$ cat config.mk
export PLATFORM = sky130hd
export DESIGN_NAME = ep_hs_ctrl
export DESIGN_NICKNAME = d
export VERILOG_FILES = /design/src/rtl/ep_hs_pkg.sv /design/src/rtl/ep_hs_decide.sv /design/src/rtl/ep_hs_addr.sv /design/src/rtl/ep_hs_regs.sv /design/src/rtl/ep_hs_ctrl.sv
export SDC_FILE = /design/constraint.sdc
export NUM_CORES = 1
export LEC_CHECK = 0
export ABC_AREA = 1
export BUFFER_PORTS_ARGS = -buffer_cell sky130_fd_sc_hd__buf_2
export CORE_UTILIZATION = 26
export CTS_CLUSTER_SIZE = 30
export DETAILED_ROUTE_END_ITERATION = 16
export PLACE_DENSITY_LB_ADDON = 0.08
export SLEW_MARGIN = 20
export SYNTH_ARGS = -nofsm -noshare
export SYNTH_HDL_FRONTEND = slang
export SYNTH_SLANG_ARGS = --single-unit
export TNS_END_PERCENT = 20
$ cat constraint.sdc
create_clock -name clk_i -period 4.1 [get_ports clk_i]
set_clock_uncertainty 0.2 [all_clocks]
set_input_delay 0.82 -clock clk_i [delete_from_list [all_inputs] [get_ports clk_i]]
set_output_delay 0.82 -clock clk_i [all_outputs]
set_load 0.005 [all_outputs]
$ cat src/rtl/ep_hs_pkg.sv
package ep_hs_pkg;
  typedef enum logic [1:0] {
    TOK_OUT = 2'd0, TOK_IN = 2'd1, TOK_SETUP = 2'd2, TOK_RSVD = 2'd3
  } tok_e;

  typedef enum logic [2:0] {
    HS_NONE = 3'd0, HS_ACK = 3'd1, HS_NAK = 3'd2, HS_STALL = 3'd3, HS_DATA = 3'd4
  } hs_e;

  // flag vector = cfg[31:26]
  localparam int unsigned F_EN    = 5;
  localparam int unsigned F_STALL = 4;
  localparam int unsigned F_DIR   = 3;
  localparam int unsigned F_ISO   = 2;
  localparam int unsigned F_TOG   = 1;
  localparam int unsigned F_BSEL  = 0;
  localparam int unsigned FLAG_LSB = 26;
  localparam int unsigned B_TOG   = FLAG_LSB + F_TOG;
  localparam int unsigned B_BSEL  = FLAG_LSB + F_BSEL;
endpackage

$ cat src/rtl/ep_hs_decide.sv
module ep_hs_decide
  import ep_hs_pkg::*;
#(
  parameter int unsigned NUM_EP = 8,
  localparam int unsigned EP_W   = $clog2(NUM_EP),
  localparam int unsigned RIDX_W = EP_W + 1,
  localparam int unsigned RDY_W  = 2 * NUM_EP
) (
  input  logic              valid_i,
  input  logic [1:0]        tok_i,
  input  logic [EP_W-1:0]   ep_i,
  input  logic              pid_i,
  input  logic              rx_ok_i,
  input  logic [5:0]        flags_i,
  input  logic [RDY_W-1:0]  rdy_i,
  output hs_e               code_o,
  output logic              commit_o,
  output logic              tflip_o,
  output logic              bflip_o,
  output logic              buf_o,
  output logic [RIDX_W-1:0] ridx_o
);
  logic is_ep0, is_in, is_out, is_setup, rdy_ok, dir_bad;

  always_comb begin
    is_ep0   = (ep_i == '0);
    is_in    = (tok_i == TOK_IN);
    is_out   = (tok_i == TOK_OUT);
    is_setup = (tok_i == TOK_SETUP);
    buf_o    = is_ep0 ? 1'b0 : flags_i[F_BSEL];
    ridx_o   = {buf_o, ep_i};
    rdy_ok   = rdy_i[ridx_o];
    dir_bad  = !is_ep0 && (is_setup || (is_in != flags_i[F_DIR]));

    code_o   = HS_NONE;
    commit_o = 1'b0;
    tflip_o  = 1'b0;
    bflip_o  = 1'b0;

    if (!valid_i || tok_i == TOK_RSVD || !flags_i[F_EN]) begin
      code_o = HS_NONE;
    end else if (!is_in && !rx_ok_i) begin
      code_o = HS_NONE;
    end else if (flags_i[F_STALL] || dir_bad) begin
      code_o = HS_STALL;
    end else if (!rdy_ok) begin
      code_o = flags_i[F_ISO] ? HS_NONE : HS_NAK;
    end else if (flags_i[F_ISO]) begin
      code_o   = is_in ? HS_DATA : HS_NONE;
      commit_o = 1'b1;
      bflip_o  = !is_ep0;
    end else if (is_setup) begin
      code_o   = HS_ACK;
      commit_o = 1'b1;
      tflip_o  = !flags_i[F_TOG];
    end else if (is_out) begin
      code_o = HS_ACK;
      if (pid_i == flags_i[F_TOG]) begin
        commit_o = 1'b1;
        tflip_o  = 1'b1;
        bflip_o  = !is_ep0;
      end
    end else begin
      code_o = HS_DATA;
      if (rx_ok_i) begin
        commit_o = 1'b1;
        tflip_o  = 1'b1;
        bflip_o  = !is_ep0;
      end
    end
  end
endmodule

$ cat src/rtl/ep_hs_addr.sv
module ep_hs_addr #(
  parameter int unsigned ADDR_W  = 11,
  parameter int unsigned SIZE_W  = 11,
  parameter int unsigned MAX_PKT = 512,
  parameter int unsigned MAX_ISO = 1024,
  localparam int unsigned EW     = SIZE_W + 2
) (
  input  logic [ADDR_W-1:0] base_i,
  input  logic [SIZE_W-1:0] size_i,
  input  logic              iso_i,
  input  logic              buf_i,
  output logic [ADDR_W-1:0] addr_o
);
  logic [EW-1:0] lim, sz, eff, words;

  always_comb begin
    lim    = iso_i ? EW'(MAX_ISO) : EW'(MAX_PKT);
    sz     = {2'b00, size_i};
    eff    = (sz > lim) ? lim : sz;
    words  = (eff + EW'(3)) >> 2;
    addr_o = base_i + (buf_i ? ADDR_W'(words) : '0);
  end
endmodule

$ cat src/rtl/ep_hs_regs.sv
module ep_hs_regs
  import ep_hs_pkg::*;
#(
  parameter int unsigned NUM_EP = 8,
  parameter int unsigned ADDR_W = 11,
  parameter int unsigned SIZE_W = 11,
  localparam int unsigned EP_W   = $clog2(NUM_EP),
  localparam int unsigned RIDX_W = EP_W + 1,
  localparam int unsigned RDY_W  = 2 * NUM_EP
) (
  input  logic              clk_i,
  input  logic              rst_ni,
  input  logic              cfg_we_i,
  input  logic [EP_W-1:0]   cfg_ep_i,
  input  logic [31:0]       cfg_wdata_i,
  input  logic [RDY_W-1:0]  rdy_set_i,
  input  logic [EP_W-1:0]   upd_ep_i,
  input  logic              commit_i,
  input  logic              tflip_i,
  input  logic              bflip_i,
  input  logic [RIDX_W-1:0] ridx_i,
  input  logic [EP_W-1:0]   rd_ep_i,
  output logic [31:0]       rd_data_o,
  output logic [5:0]        upd_flags_o,
  output logic [ADDR_W-1:0] upd_base_o,
  output logic [SIZE_W-1:0] upd_size_o,
  output logic [RDY_W-1:0]  rdy_o
);
  localparam logic [RDY_W-1:0] RDY_MASK = ~(RDY_W'(1) << NUM_EP);

  logic [31:0]      cfg_q [NUM_EP];
  logic [RDY_W-1:0] rdy_q, clr_vec;
  logic [31:0]      upd_word;

  assign clr_vec = commit_i ? (RDY_W'(1) << ridx_i) : '0;

  always_ff @(posedge clk_i or negedge rst_ni) begin
    if (!rst_ni) rdy_q <= '0;
    else         rdy_q <= ((rdy_q & ~clr_vec) | rdy_set_i) & RDY_MASK;
  end

  for (genvar e = 0; e < NUM_EP; e++) begin : g_ep
    always_ff @(posedge clk_i or negedge rst_ni) begin
      if (!rst_ni) begin
        cfg_q[e] <= '0;
      end else if (cfg_we_i && cfg_ep_i == EP_W'(e)) begin
        cfg_q[e] <= cfg_wdata_i;
      end else if (commit_i && upd_ep_i == EP_W'(e)) begin
        cfg_q[e][B_TOG]  <= cfg_q[e][B_TOG] ^ tflip_i;
        cfg_q[e][B_BSEL] <= cfg_q[e][B_BSEL] ^ bflip_i;
      end
    end
  end

  always_comb begin
    upd_word    = cfg_q[upd_ep_i];
    upd_flags_o = upd_word[31:26];
    upd_base_o  = upd_word[ADDR_W-1:0];
    upd_size_o  = upd_word[ADDR_W +: SIZE_W];
    rd_data_o   = cfg_q[rd_ep_i];
    rdy_o       = rdy_q;
  end

  p_no_bit8_r12: assert property (@(posedge clk_i) disable iff (!rst_ni)
    rdy_q[NUM_EP] == 1'b0);

  p_cfg_write_r12: assert property (@(posedge clk_i) disable iff (!rst_ni)
    cfg_we_i |=> cfg_q[$past(cfg_ep_i)] == $past(cfg_wdata_i));

  for (genvar i = 0; i < RDY_W; i++) begin : g_chk
    p_clear_used_r4: assert property (@(posedge clk_i) disable iff (!rst_ni)
      (clr_vec[i] && !rdy_set_i[i]) |=> !rdy_q[i]);
  end
endmodule

$ cat src/rtl/ep_hs_ctrl.sv
module ep_hs_ctrl
  import ep_hs_pkg::*;
#(
  parameter int unsigned NUM_EP  = 8,
  parameter int unsigned ADDR_W  = 11,
  parameter int unsigned SIZE_W  = 11,
  parameter int unsigned MAX_PKT = 512,
  parameter int unsigned MAX_ISO = 1024,
  localparam int unsigned EP_W   = $clog2(NUM_EP),
  localparam int unsigned RIDX_W = EP_W + 1,
  localparam int unsigned RDY_W  = 2 * NUM_EP
) (
  input  logic              clk_i,
  input  logic              rst_ni,
  input  logic              req_valid_i,
  input  logic [1:0]        req_tok_i,
  input  logic [EP_W-1:0]   req_ep_i,
  input  logic              req_pid_i,
  input  logic              req_rx_ok_i,
  input  logic              cfg_we_i,
  input  logic [EP_W-1:0]   cfg_ep_i,
  input  logic [31:0]       cfg_wdata_i,
  input  logic [RDY_W-1:0]  rdy_set_i,
  input  logic [EP_W-1:0]   cfg_rd_ep_i,
  output logic [31:0]       cfg_rd_data_o,
  output logic [RDY_W-1:0]  rdy_o,
  output logic              rsp_valid_o,
  output logic [2:0]        rsp_code_o,
  output logic              rsp_buf_o,
  output logic [ADDR_W-1:0] rsp_addr_o,
  output logic [RDY_W-1:0]  done_o,
  output logic              tog_flip_o,
  output logic              bsel_flip_o
);
  logic [5:0]        flags;
  logic [ADDR_W-1:0] base, addr;
  logic [SIZE_W-1:0] size;
  hs_e               code;
  logic              commit, tflip, bflip, buf_sel;
  logic [RIDX_W-1:0] ridx;

  ep_hs_regs #(.NUM_EP(NUM_EP), .ADDR_W(ADDR_W), .SIZE_W(SIZE_W)) i_regs (
    .clk_i, .rst_ni,
    .cfg_we_i, .cfg_ep_i, .cfg_wdata_i, .rdy_set_i,
    .upd_ep_i(req_ep_i), .commit_i(commit), .tflip_i(tflip), .bflip_i(bflip),
    .ridx_i(ridx), .rd_ep_i(cfg_rd_ep_i), .rd_data_o(cfg_rd_data_o),
    .upd_flags_o(flags), .upd_base_o(base), .upd_size_o(size), .rdy_o(rdy_o)
  );

  ep_hs_decide #(.NUM_EP(NUM_EP)) i_decide (
    .valid_i(req_valid_i), .tok_i(req_tok_i), .ep_i(req_ep_i),
    .pid_i(req_pid_i), .rx_ok_i(req_rx_ok_i), .flags_i(flags), .rdy_i(rdy_o),
    .code_o(code), .commit_o(commit), .tflip_o(tflip), .bflip_o(bflip),
    .buf_o(buf_sel), .ridx_o(ridx)
  );

  ep_hs_addr #(.ADDR_W(ADDR_W), .SIZE_W(SIZE_W), .MAX_PKT(MAX_PKT),
               .MAX_ISO(MAX_ISO)) i_addr (
    .base_i(base), .size_i(size), .iso_i(flags[F_ISO]), .buf_i(buf_sel),
    .addr_o(addr)
  );

  always_ff @(posedge clk_i or negedge rst_ni) begin
    if (!rst_ni) begin
      rsp_valid_o <= 1'b0;
      rsp_code_o  <= HS_NONE;
      rsp_buf_o   <= 1'b0;
      rsp_addr_o  <= '0;
      done_o      <= '0;
      tog_flip_o  <= 1'b0;
      bsel_flip_o <= 1'b0;
    end else begin
      rsp_valid_o <= req_valid_i;
      rsp_code_o  <= code;
      rsp_buf_o   <= buf_sel;
      rsp_addr_o  <= addr;
      done_o      <= commit ? (RDY_W'(1) << ridx) : '0;
      tog_flip_o  <= commit & tflip;
      bsel_flip_o <= commit & bflip;
    end
  end

  p_answer_next_r11: assert property (@(posedge clk_i) disable iff (!rst_ni)
    req_valid_i |=> rsp_valid_o);

  p_disabled_quiet_r1: assert property (@(posedge clk_i) disable iff (!rst_ni)
    (req_valid_i && !flags[F_EN]) |=> (rsp_code_o == HS_NONE && done_o == '0));

  p_stall_only_r2: assert property (@(posedge clk_i) disable iff (!rst_ni)
    (req_valid_i && flags[F_EN] && flags[F_STALL] && req_tok_i != TOK_RSVD &&
     (req_tok_i == TOK_IN || req_rx_ok_i)) |=> (rsp_code_o == HS_STALL && done_o == '0));

  p_nak_no_change_r3: assert property (@(posedge clk_i) disable iff (!rst_ni)
    (rsp_code_o == HS_NAK) |-> (done_o == '0 && !tog_flip_o && !bsel_flip_o));

  p_done_onehot_r4: assert property (@(posedge clk_i) disable iff (!rst_ni)
    $onehot0(done_o));

  p_iso_no_hs_r10: assert property (@(posedge clk_i) disable iff (!rst_ni)
    (req_valid_i && flags[F_ISO]) |=>
      (rsp_code_o != HS_ACK && rsp_code_o != HS_NAK && !tog_flip_o));
endmodule

==> impl_metrics.toml, run 1 <==
[outcome]
outcome = "finished, final reports clean"

[timing]
slew_headroom_pct = 29.67
number_of_hold_violations_in_the_final_report = 0
setup-violations-final = 0
period_minus_slack_ns = 3.878
worst_slew_pin_slew_ns = 1.049
achievable_clock_frequency_mhz = 257.8
fin_crit_sh_pct = 94.59
final_max_slew_viol_count = 0

[layout]
drive_gt1_share_pct = 17.72
multi_input_gate_area_in_the_final_layout_um2 = 7600
layout.area.seq_um2 = 7632
fin_nets = 2495
top_library_cells_by_usage_in_the_layout_fill_and_taps_aside = "sky130_fd_sc_hd__nand2_1 (626), sky130_fd_sc_hd__o21ai_0 (386), sky130_fd_sc_hd__dfrtp_1 (305), sky130_fd_sc_hd__inv_1 (200), sky130_fd_sc_hd__nor2_1 (144)"
layout.cells.non_filler = 3291
final_core_util_pct = 32.65
filler_cell_count = 6799
mostFrequentLayoutCell = "sky130_fd_sc_hd__nand2_1"
area.growth.synth_to_final_pct = 24.51

[floorplanning]
floorplan.die.width_um = 254
fp.dieH_um = 254
starting_density_of_the_core_pct = 26.22
io-pin-count = 147
floorplan.rows = 92
placeableCoreArea_um2 = 62970
floorplan.die_area_um2 = 64520

[global_routing]
grt_first_pass_wirelength_um = 99460
grt_util_all_layers_pct = 20.69
grt_start_max_net_pins = 101
globalRoute.totalOverflow = 0
via_count_of_the_first_global_routing_pass = 15580
grt_antenna_before_repair = 2

[place]
numPortBuffers = 144
placed_cells = 3216
hpwl_um = 43980
routabilityCongestion = 0.8441

[power]
power_frac_clock_pct = 36.5
total_switching_power_mw = 3.121
power.sequential.fraction_pct = 39.9
p_int_mw = 6.611
comb_power_share_pct = 23.5
report.power.total_mw = 9.732
netSwitchingFraction_pct = 32.07
vdd_ir_drop_max_mv = 0.2271
power_leakage_nw = 9.960
cellPowerDensity_nw_per_um2 = 473.4

[route]
final_antenna_net_count = 0
avgRoutedWirePerCell_um = 19.95
post-route-drc-count = 0
detailedRoute.firstPassIterationCount = 5
dr_total_vias = 15830
routed_via_density = 4.810
drt_first_iter_violations = 1205
wirelength_um = 65650

[setup_path]
critical_path.max_fanout = 8
cp_data_required_time_ns = 4.32
crit_path_max_incr_delay_ns = 0.39
startpoint_type = "primary input"
critPathCaptureType = "register"
arrival_time_at_the_worst_endpoint_ns = 4.09
slowest_stage = "sky130_fd_sc_hd__fa_2"
critPathKind = "in2reg"
path_common_cell = "sky130_fd_sc_hd__nand2_1"

[yosys]
yosys_warnings = 0
post_synth_instance_area_um2 = 16510
synth.ff_latch_count = 305
synthDistinctLibCells = 50
synth-seq-area-share_pct = 46.23
synth_area_per_cell_um2 = 7.417
synth_cells = 2226

[clock_network]
cts_root_buffer = "sky130_fd_sc_hd__clkbuf_16"
sink_count = 305
cts_tree = "built"
numCtsBuffers = 40
clock_path_buffers = 3
worst_setup_hold_path_clk_slew_ns = 0.06
hold_fix_buffers_cts = 0
clock_latency_ns = 0.56
cts_max_level = 2

[min_path]
hold_path_class = "in2async"

[run]
cap_violations = 0
-- critical path: cells and delay by family --
family / cells / cell delay [ns]
buf+inv: 5 / 0.72
xor+xnor: 1 / 0.12
fa+ha+maj: 2 / 0.60
simple gates: 16 / 1.49
compound gates: 3 / 0.30
-- power by group through the flow --
stage	combinational, mW	clock (mW)	sequential [mW]
after detailed placement	2.24	0	3.94
after global routing	2.60	3.78	3.97
after CTS	2.25	3.67	3.89
after floorplan	1.32	0	3.86
final	2.29	3.55	3.89
after global placement	2.22	0	3.94
-- layout make-up --
class | count | share of cell area, %
timing repair buffer | 289 | 10.18
sequential | 305 | 37.13
antenna | 1 | 0.01217
inverter | 219 | 4.145
multi-input combinational | 1562 | 36.97
clock buffer | 61 | 6.044
clock inverter | 8 | 0.3713
tap | 846 | 5.149
-- synthesized netlist by cell type (all sizes together) --
library cell | number | share of area, %
nand2 | 643 | 15
o21ai | 402 | 12
dfrtp | 305 | 46
inv | 214 | 4.9
nor2 | 172 | 4.4
clkbuf | 107 | 2.4
nand3 | 91 | 3.0
a21oi | 70 | 2.1
buf | 34 | 1.4
a31oi | 32 | 1.2
o22ai | 31 | 1.2
o211ai | 26 | 1.2
o21bai | 14 | 0.64
ha | 12 | 0.91
nand4 | 11 | 0.42
o32ai | 9 | 0.48
xor2 | 8 | 0.42
a221oi | 7 | 0.37
o2111ai | 6 | 0.32
a22oi | 5 | 0.23
clkinv | 5 | 0.11
nor3 | 3 | 0.091
o221ai | 3 | 0.16
a21o | 2 | 0.091
o21a | 2 | 0.091
or2 | 2 | 0.076
xnor2 | 2 | 0.11
a211oi | 1 | 0.045
a21boi | 1 | 0.045
a32oi | 1 | 0.053
and3 | 1 | 0.038
conb | 1 | 0.023
fa | 1 | 0.12
nor3b | 1 | 0.045
o31ai | 1 | 0.045
-- state kept, by name (all words and copies together), names as in the netlist --
signal        count
bsel_flip_o       1
done_o           16
i_regs.cfg_q    256
i_regs.rdy_o     15
rsp_addr_o       11
rsp_buf_o         1
rsp_code_o        3
rsp_valid_o       1
tog_flip_o        1
-- through the flow --
step | setup slack, ns | area (µm²) | TNS [ns] | hold WS (ns)
after floorplan | -0.1574 | 16580 | -0.1574 | 0.2478
after global routing | -0.008520 | 20550 | -0.008520 | 0.1688
after global placement | -0.7146 | 19030 | -3.326 | 0.2615
final | 0.2217 | 20560 | 0 | 0.1128
after detailed placement | -0.7308 | 19030 | -3.611 | 0.2695
after CTS | 0.01316 | 20350 | 0 | 0.1625
-- metal layers --
metal  vias up  part of all wire, %  global-route usage (%)
met1      7612                   45                   27.51
li1       7688                    -                       -
met5         -                0.012                       0
met4         2                  3.1                   7.194
met2       422                   47                   34.18
met3       107                  4.8                   2.878
-- path summary, 6_finish.rpt --
kind,start,endpoint,slack [ns],depth (start not counted)
setup reg to reg,i_regs.cfg_q[149]$_DFFE_PN0P_,rsp_addr_o[10]$_DFF_PN0_,0.47,23
hold / removal,rst_ni,i_regs.rdy_o[9]$_DFF_PN0_,0.11,1
min in group clk_i,req_valid_i,rsp_valid_o$_DFF_PN0_,0.20,1
hold reg to reg,i_regs.cfg_q[88]$_DFFE_PN0P_,i_regs.cfg_q[88]$_DFFE_PN0P_,0.28,2
max in group asynchronous,rst_ni,i_regs.cfg_q[237]$_DFFE_PN0P_,2.65,2
setup / recovery,req_ep_i[0],rsp_addr_o[10]$_DFF_PN0_,0.22,27
-- kinds of logic after synthesis --
family | after synthesis | synth area share [%]
and+or+nand+nor | 924 | 22.85
AOI/OAI and AO/OA | 613 | 20.44
buffers and inverters | 360 | 8.904
adders and majority gates | 13 | 1.031
xor gates and xnor gates | 10 | 0.5305
other | 1 | 0.02271
DFF | 305 | 46.23
-- what timing repair did --
| action | 4_1_cts | 5_1_grt |
|---|---|---|
| setup endpoints to repair | 1 | 3 |
| pin swaps | 0 | 23 |
| cloned | 0 | 0 |
| gates resized for setup | 2 | 44 |
| setup buffers | 0 | 6 |
Power figures use the tool's default switching activity.
==> inputs of run 2 (changes only) <==
Settings changed: SYNTH_HIERARCHICAL set to 1.
==> run 2 against run 1 <==
Fmax up 7.1%; area after synthesis up 12%; highest routed layer is now met4; combinational power about the same; sequential share of layout area down 2.5 points; total power up 2.9%; die area up 12%; non-clock buffer count down 35; hold slack worse by 0.030 ns; via count up 12%.
==> impl_metrics.toml, run 2 <==
[outcome]
outcome = "finished, final reports clean"

[timing]
grt_setup_unrepaired = "no"
worst_slew_pin_slew_ns = 1.055
slew_headroom_pct = 29.62
fin_crit_sh_pct = 88.29
post-route-worst-setup-slack_ns = 0.4801
number_of_hold_violations_in_the_final_report = 0
achievable_clock_frequency_mhz = 276.3
final_max_slew_viol_count = 0
final.setup.tns_ns = 0
setup-violations-final = 0
period_minus_slack_ns = 3.620

[global_routing]
grt_antenna_before_repair = 2
via_count_of_the_first_global_routing_pass = 17430
global_route.usage.met2_pct = 32.19
grt_start_max_net_pins = 88
grt.met3_usage_pct = 1.954
globalRoute.totalOverflow = 0
top_usage_layer = "met2"
grt_util_all_layers_pct = 18.87
global_route.usage.met1_pct = 25.24
grt_first_pass_wirelength_um = 103900

[place]
post_place_worst_slack_ns = -0.1309
hpwl_um = 40850
routabilityCongestion = 0.8150
numPortBuffers = 144
placed_cells = 3915

[yosys]
synth_enable_flop_cells = 0
synth_top_area_share_pct = 41.24
dominantRegCellSynth = "sky130_fd_sc_hd__dfrtp_1"
netlist.top_cell.by_area = "sky130_fd_sc_hd__dfrtp_1"
synth_cells = 2880
synth.net_count = 2958
synth_area_per_cell_um2 = 6.427
synthDistinctLibCells = 38
synthMostInstantiatedCell = "sky130_fd_sc_hd__nand2_1"
post_synth_instance_area_um2 = 18510
synth-seq-area-share_pct = 41.24
async_flop_share_pct = 100.0
yosys_warnings = 6
synth_cell_count_leaders = "sky130_fd_sc_hd__nand2_1 (1421), sky130_fd_sc_hd__inv_1 (373), sky130_fd_sc_hd__dfrtp_1 (305), sky130_fd_sc_hd__o21ai_0 (249), sky130_fd_sc_hd__nand3_1 (213)"
post_synth_main_area_contributors = "sky130_fd_sc_hd__dfrtp_1 (41%), sky130_fd_sc_hd__nand2_1 (29%), sky130_fd_sc_hd__inv_1 (7.6%), sky130_fd_sc_hd__o21ai_0 (6.7%), sky130_fd_sc_hd__nand3_1 (5.8%)"
synth.ff_latch_count = 305

[route]
drt_first_iter_violations = 1176
wirelength_um = 67080
final_antenna_net_count = 0
routed_via_density = 4.444
avgRoutedWirePerCell_um = 16.81
post-route-drc-count = 0
dr_total_vias = 17740
detailedRoute.firstPassIterationCount = 5

[run]
cap_violations = 0

[setup_path]
arrival_time_at_the_worst_endpoint_ns = 3.86
critPathCaptureType = "register"
worst-r2r-cell-count = 24
critical_path.max_fanout = 18
cp_data_required_time_ns = 4.34
critPathKind = "in2reg"
startpoint_type = "primary input"

[power]
power_leakage_nw = 12.38
cellPowerDensity_nw_per_um2 = 453.7
vdd_ir_drop_max_mv = 0.2464

[min_path]
hold_path_class = "in2async"

[clock_network]
hold_fix_buffers_cts = 0
cts_root_buffer = "sky130_fd_sc_hd__clkbuf_16"
post_cts_resize_count = 0
cts_tree = "built"
postCtsSetupBuffers = 0
sink_count = 305
clock_latency_ns = 0.57
cts_max_level = 2
numCtsBuffers = 42
worst_setup_hold_path_clk_slew_ns = 0.06
clock_path_buffers = 3

[layout]
flip_flop_count_of_the_largest_register_after_layout = 256
final_core_util_pct = 31.40
antenna_cells_inserted = 0
fin_nets = 3097
layout.cells.non_filler = 3991
mostFrequentLayoutCell = "sky130_fd_sc_hd__nand2_1"
top_library_cells_by_usage_in_the_layout_fill_and_taps_aside = "sky130_fd_sc_hd__nand2_1 (1414), sky130_fd_sc_hd__inv_1 (371), sky130_fd_sc_hd__dfrtp_1 (305), sky130_fd_sc_hd__o21ai_0 (249), sky130_fd_sc_hd__nand3_1 (213)"
regMostFlops = "i_regs/cfg_q"
area.growth.synth_to_final_pct = 19.23
drive_gt1_share_pct = 12.06

[floorplanning]
floorplan.rows = 97
starting_density_of_the_core_pct = 26.34
floorplan.die.width_um = 268.8
fp.dieH_um = 268.8
placeableCoreArea_um2 = 70270
floorplan.die_area_um2 = 72260
io-pin-count = 147
[run 2: cell types whose count changed after synthesis, sizes merged, moves of 13 or more]
cell	delta
o211ai	-25
a21oi	-57
clkbuf	-67
nor2	-104
nand3	+126
inv	+165
o22ai	-31
buf	+85
nand2	+792
o21bai	-13
o21ai	-140
a31oi	-32
[run 2: path summary, 6_finish.rpt]
kind,start,endpoint,slack (ns)
setup / recovery,req_ep_i[0],rsp_addr_o[10]$_DFF_PN0_,0.48
hold / removal,rst_ni,i_regs/cfg_q[67]$_DFFE_PN0P_,0.08
setup reg to reg,i_regs/cfg_q[85]$_DFFE_PN0P_,rsp_addr_o[10]$_DFF_PN0_,0.69
hold reg to reg,i_regs/cfg_q[215]$_DFFE_PN0P_,i_regs/cfg_q[215]$_DFFE_PN0P_,0.29
max in group asynchronous,rst_ni,i_regs/cfg_q[18]$_DFFE_PN0P_,2.67
min in group clk_i,req_valid_i,rsp_valid_o$_DFF_PN0_,0.20
[run 2: report_power, final]
group | internal [mW] | leakage (nW) | switching [mW]
sequential | 3.53 | 3.80 | 0.366
clock | 2.33 | 0.715 | 1.49
combinational | 0.885 | 7.86 | 1.41
total | 6.74 | 12.4 | 3.27
[run 2: through the flow]
stage	area (µm²)	hold WS [ns]	power, mW
after floorplan	18510	0.2530	5.373
after global placement	20630	0.2654	6.238
after detailed placement	20630	0.2736	6.274
after CTS	22070	0.1068	10.21
after global routing	22070	0.1397	10.71
final	22070	0.08258	10.01
[run 2: cells by family after synthesis]
group,count (synthesis),synth area share (%)
XOR/XNOR,10,0.4732
flip-flops,305,41.24
other,1,0.02026
AND/OR/NAND/NOR,1735,37.41
adder cells (fa/ha/maj),13,0.9193
buffers and inverters,538,12.36
AO/OA/AOI/OAI,278,7.578
[run 2: metal layers]
metal | wire length (µm) | vias up
met5 | 0 | -
met3 | 2293 | 82
met2 | 32230 | 302
met4 | 1425 | 0
met1 | 31130 | 8361
li1 | - | 8990
[run 2: critical path: stages]
cell                      delay [ns]
sky130_fd_sc_hd__buf_4          0.16
sky130_fd_sc_hd__inv_4          0.21
sky130_fd_sc_hd__nand2_1        0.09
sky130_fd_sc_hd__nand2_1        0.07
sky130_fd_sc_hd__nand2_1        0.04
sky130_fd_sc_hd__nand2_1        0.06
sky130_fd_sc_hd__nand2_1        0.05
sky130_fd_sc_hd__nand2_1        0.08
sky130_fd_sc_hd__inv_1          0.06
sky130_fd_sc_hd__ha_1           0.29
sky130_fd_sc_hd__nand2_1        0.11
sky130_fd_sc_hd__nand2_2        0.10
sky130_fd_sc_hd__buf_4          0.16
sky130_fd_sc_hd__nand2_4        0.08
sky130_fd_sc_hd__buf_4          0.14
sky130_fd_sc_hd__nand2_1        0.05
sky130_fd_sc_hd__nand2_1        0.07
sky130_fd_sc_hd__inv_1          0.05
sky130_fd_sc_hd__nor2_1         0.10
sky130_fd_sc_hd__nand2_1        0.06
sky130_fd_sc_hd__nor2_1         0.14
sky130_fd_sc_hd__ha_1           0.30
sky130_fd_sc_hd__nand2_1        0.08
sky130_fd_sc_hd__nor2_1         0.05
sky130_fd_sc_hd__o21ai_0        0.09
sky130_fd_sc_hd__nand4_1        0.17
sky130_fd_sc_hd__xor2_1         0.17
[run 2: area by class of cell]
class | count | area [µm²]
Clock inverter | 14 | 167.7
Fill cell | 7786 | 48200
Sequential cell | 305 | 7632
Inverter | 379 | 1435
Tap cell | 940 | 1176
Clock buffer | 62 | 1266
Multi-Input combinational cell | 2037 | 8641
Timing Repair Buffer | 254 | 1749
==> inputs of run 3 (changes only) <==
Settings changed: HOLD_SLACK_MARGIN set to 0.08.
Clock period 4.1 ns to 3.8 ns, I/O delays scaled along.
==> run 3 against run 2 <==
Die area did not move; via count rose by 0.29%; register-to-register slack worse by 0.16 ns; clock power increased by 5%; setup slack worse by 0.099 ns; sequential cell count unchanged; critical path depth shrank 3; sequential power rose by 8.2%; total power rose by 7.2%; utilization up 0.12 points; final cell count is 0.25% higher; critical endpoint is now rsp_addr_o[7]$_DFF_PN0_; highest routed layer unchanged.
==> impl_metrics.toml, run 3 (synthesized netlist as in run 2, its figures left out) <==
[outcome]
outcome = "finished, final reports clean"

[setup_path]
critical_path.max_fanout = 35
critPathCaptureType = "register"
critical_path.cell_chain = "buf_4 -> inv_4 -> buf_12 -> nand2_1 -> nand2_1 -> nand2_1 -> nand2_1 -> nand2_1 -> nand2_1 -> inv_1 -> nand2_1 -> nor2_1 -> nand2_2 -> nand2_4 -> and2_4 -> nand2_2 -> nand2_1 -> a21oi_1 -> ha_1 -> a21oi_1 -> a21boi_2 -> nor2_1 -> nor2_1 -> xor2_1"
worst-r2r-cell-count = 22
critPathKind = "in2reg"
crit-reg2reg-capture = "rsp_addr_o[10]$_DFF_PN0_"
startpoint_type = "primary input"
arrival_time_at_the_worst_endpoint_ns = 3.71
cp_data_required_time_ns = 4.10
worst_reg2reg_path_startpoint = "i_regs/cfg_q[53]$_DFFE_PN0P_"
cp.buffers_inverters = 4
crit_family = "simple AND/OR/NAND/NOR gates"
slowest_stage = "sky130_fd_sc_hd__ha_1"
path_common_cell = "sky130_fd_sc_hd__nand2_1"
slack_of_the_worst_reg_to_reg_path_ns = 0.53
crit_path_max_incr_delay_ns = 0.31

[clock_network]
postCtsSetupBuffers = 0
numCtsBuffers = 42
hold_fix_buffers_cts = 1
sink_count = 305
post_cts_resize_count = 0
cts_tree = "built"
worst_setup_hold_path_clk_slew_ns = 0.06
cts_max_level = 2
clock_latency_ns = 0.60
clock_path_buffers = 3
cts_root_buffer = "sky130_fd_sc_hd__clkbuf_16"

[floorplanning]
io-pin-count = 147
floorplan.die_area_um2 = 72260
floorplan.die.width_um = 268.8
starting_density_of_the_core_pct = 26.34
fp.dieH_um = 268.8
placeableCoreArea_um2 = 70270
floorplan.rows = 97

[timing]
worst_slew_pin_slew_ns = 0.9762
setup-violations-final = 0
number_of_hold_violations_in_the_final_report = 0
grt_setup_unrepaired = "no"
final_max_slew_viol_count = 0
hold_slack_ns = 0.1194
post-route-worst-setup-slack_ns = 0.3807
slew_headroom_pct = 34.92
fin_crit_sh_pct = 89.98
achievable_clock_frequency_mhz = 292.5
period_minus_slack_ns = 3.419

[route]
detailedRoute.firstPassIterationCount = 5
drt_first_iter_violations = 1194
dr_wl_met2_um = 32140
routed.top_layer = "met4"
wire_length_on_met1_um = 31660
dr_total_vias = 17790
wirelength_um = 67660
wl_met3_um = 2462
avgRoutedWirePerCell_um = 16.91
routed_via_density = 4.445
final_antenna_net_count = 0
post-route-drc-count = 0

[global_routing]
via_count_of_the_first_global_routing_pass = 17620
globalRoute.totalOverflow = 0
grt_first_pass_wirelength_um = 105100
grt_antenna_before_repair = 0
grt_util_all_layers_pct = 19.02
grt_start_max_net_pins = 103

[min_path]
hold_path_class = "in2reg"
timing.hold.worst_path_depth = 1
timing.hold.worst.start = "req_valid_i"
hold_path_end = "rsp_valid_o$_DFF_PN0_"

[place]
numPortBuffers = 144
hpwl_um = 41930
post_place_worst_slack_ns = -0.2441
routabilityCongestion = 0.8114

[power]
power_leakage_nw = 12.40
vdd_ir_drop_max_mv = 0.2567
cellPowerDensity_nw_per_um2 = 484.5

[run]
cap_violations = 0

[layout]
antenna_cells_inserted = 0
regMostFlops = "i_regs/cfg_q"
area.growth.synth_to_final_pct = 19.69
drive_gt1_share_pct = 12.35
final_core_util_pct = 31.52
flip_flop_count_of_the_largest_register_after_layout = 256
mostFrequentLayoutCell = "sky130_fd_sc_hd__nand2_1"
fin_nets = 3107
top_library_cells_by_usage_in_the_layout_fill_and_taps_aside = "sky130_fd_sc_hd__nand2_1 (1412), sky130_fd_sc_hd__inv_1 (371), sky130_fd_sc_hd__dfrtp_1 (305), sky130_fd_sc_hd__o21ai_0 (249), sky130_fd_sc_hd__nand3_1 (213)"
## run 3: changes by cell type in the layout (fill, tap and decap cells not counted), sizes merged
cell,before,now
dlygate4sd3,0,1
buf,254,263
clkbuf,62,67
clkinv,9,6
bufinv,3,1
## run 3: how the worst max path moves through the flow
| stage | start | end | slack, ns | depth (start not counted) |
|---|---|---|---|---|
| after floorplan | req_ep_i[0] | rsp_addr_o[8]$_DFF_PN0_ | -0.02 | 27 |
| after global placement | req_ep_i[0] | rsp_addr_o[10]$_DFF_PN0_ | -0.23 | 25 |
| after detailed placement | req_ep_i[0] | rsp_addr_o[10]$_DFF_PN0_ | -0.24 | 24 |
| after CTS | req_ep_i[0] | rsp_addr_o[7]$_DFF_PN0_ | 0.35 | 22 |
| after global routing | req_ep_i[0] | rsp_addr_o[10]$_DFF_PN0_ | 0.03 | 23 |
| final | req_ep_i[0] | rsp_addr_o[7]$_DFF_PN0_ | 0.38 | 24 |
## run 3: metal layers
layer | up-vias | track usage, %
met5 | - | 0
met4 | 0 | 4.883
met3 | 78 | 2.283
met2 | 286 | 32.38
met1 | 8418 | 25.40
li1 | 9004 | -
## run 3: cell type report
cell class | count | area, µm²
clock buffers | 67 | 1285
clock inverters | 9 | 111.4
fillers | 7781 | 48120
inverters | 379 | 1435
multi-input cells | 2037 | 8661
flip-flops and latches | 305 | 7632
well taps | 940 | 1176
repair buffers | 264 | 1852
## run 3: stage by stage
step / power, mW / instances / instance area (µm²) / setup TNS, ns
final: 10.73 / 4001 / 22150 / 0
after global routing: 11.52 / 4001 / 22150 / 0
after CTS: 10.94 / 4001 / 22150 / 0
after detailed placement: 6.808 / 3924 / 20750 / -1.313
after global placement: 6.772 / 3924 / 20750 / -1.186
after floorplan: 5.806 / 2880 / 18540 / -0.02234
## run 3: worst reg2reg max path: stages (launching register included)
cell and delay (ns):
sky130_fd_sc_hd__dfrtp_1 0.40, sky130_fd_sc_hd__nand2_1 0.07, sky130_fd_sc_hd__nand2_1 0.05, sky130_fd_sc_hd__nand2_1 0.05, sky130_fd_sc_hd__nand2_1 0.05, sky130_fd_sc_hd__nand2_1 0.05, sky130_fd_sc_hd__nand2_1 0.12, sky130_fd_sc_hd__ha_1 0.34
sky130_fd_sc_hd__nand3_1 0.10, sky130_fd_sc_hd__nor2_2 0.12, sky130_fd_sc_hd__nand2_2 0.07, sky130_fd_sc_hd__nand2_4 0.09, sky130_fd_sc_hd__and2_4 0.17, sky130_fd_sc_hd__nand2_2 0.06, sky130_fd_sc_hd__nand2_2 0.06, sky130_fd_sc_hd__inv_1 0.03
sky130_fd_sc_hd__nor2_1 0.13, sky130_fd_sc_hd__ha_1 0.29, sky130_fd_sc_hd__nand2_1 0.09, sky130_fd_sc_hd__nand2_1 0.08, sky130_fd_sc_hd__o21ai_0 0.19, sky130_fd_sc_hd__nand4_1 0.13, sky130_fd_sc_hd__xor2_1 0.17
## run 3: report_power, final
| group | internal [mW] | total [mW] | switching (mW) |
|---|---|---|---|
| registers | 3.81 | 4.22 | 0.409 |
| clock network | 2.39 | 4.01 | 1.62 |
| logic | 0.974 | 2.51 | 1.53 |
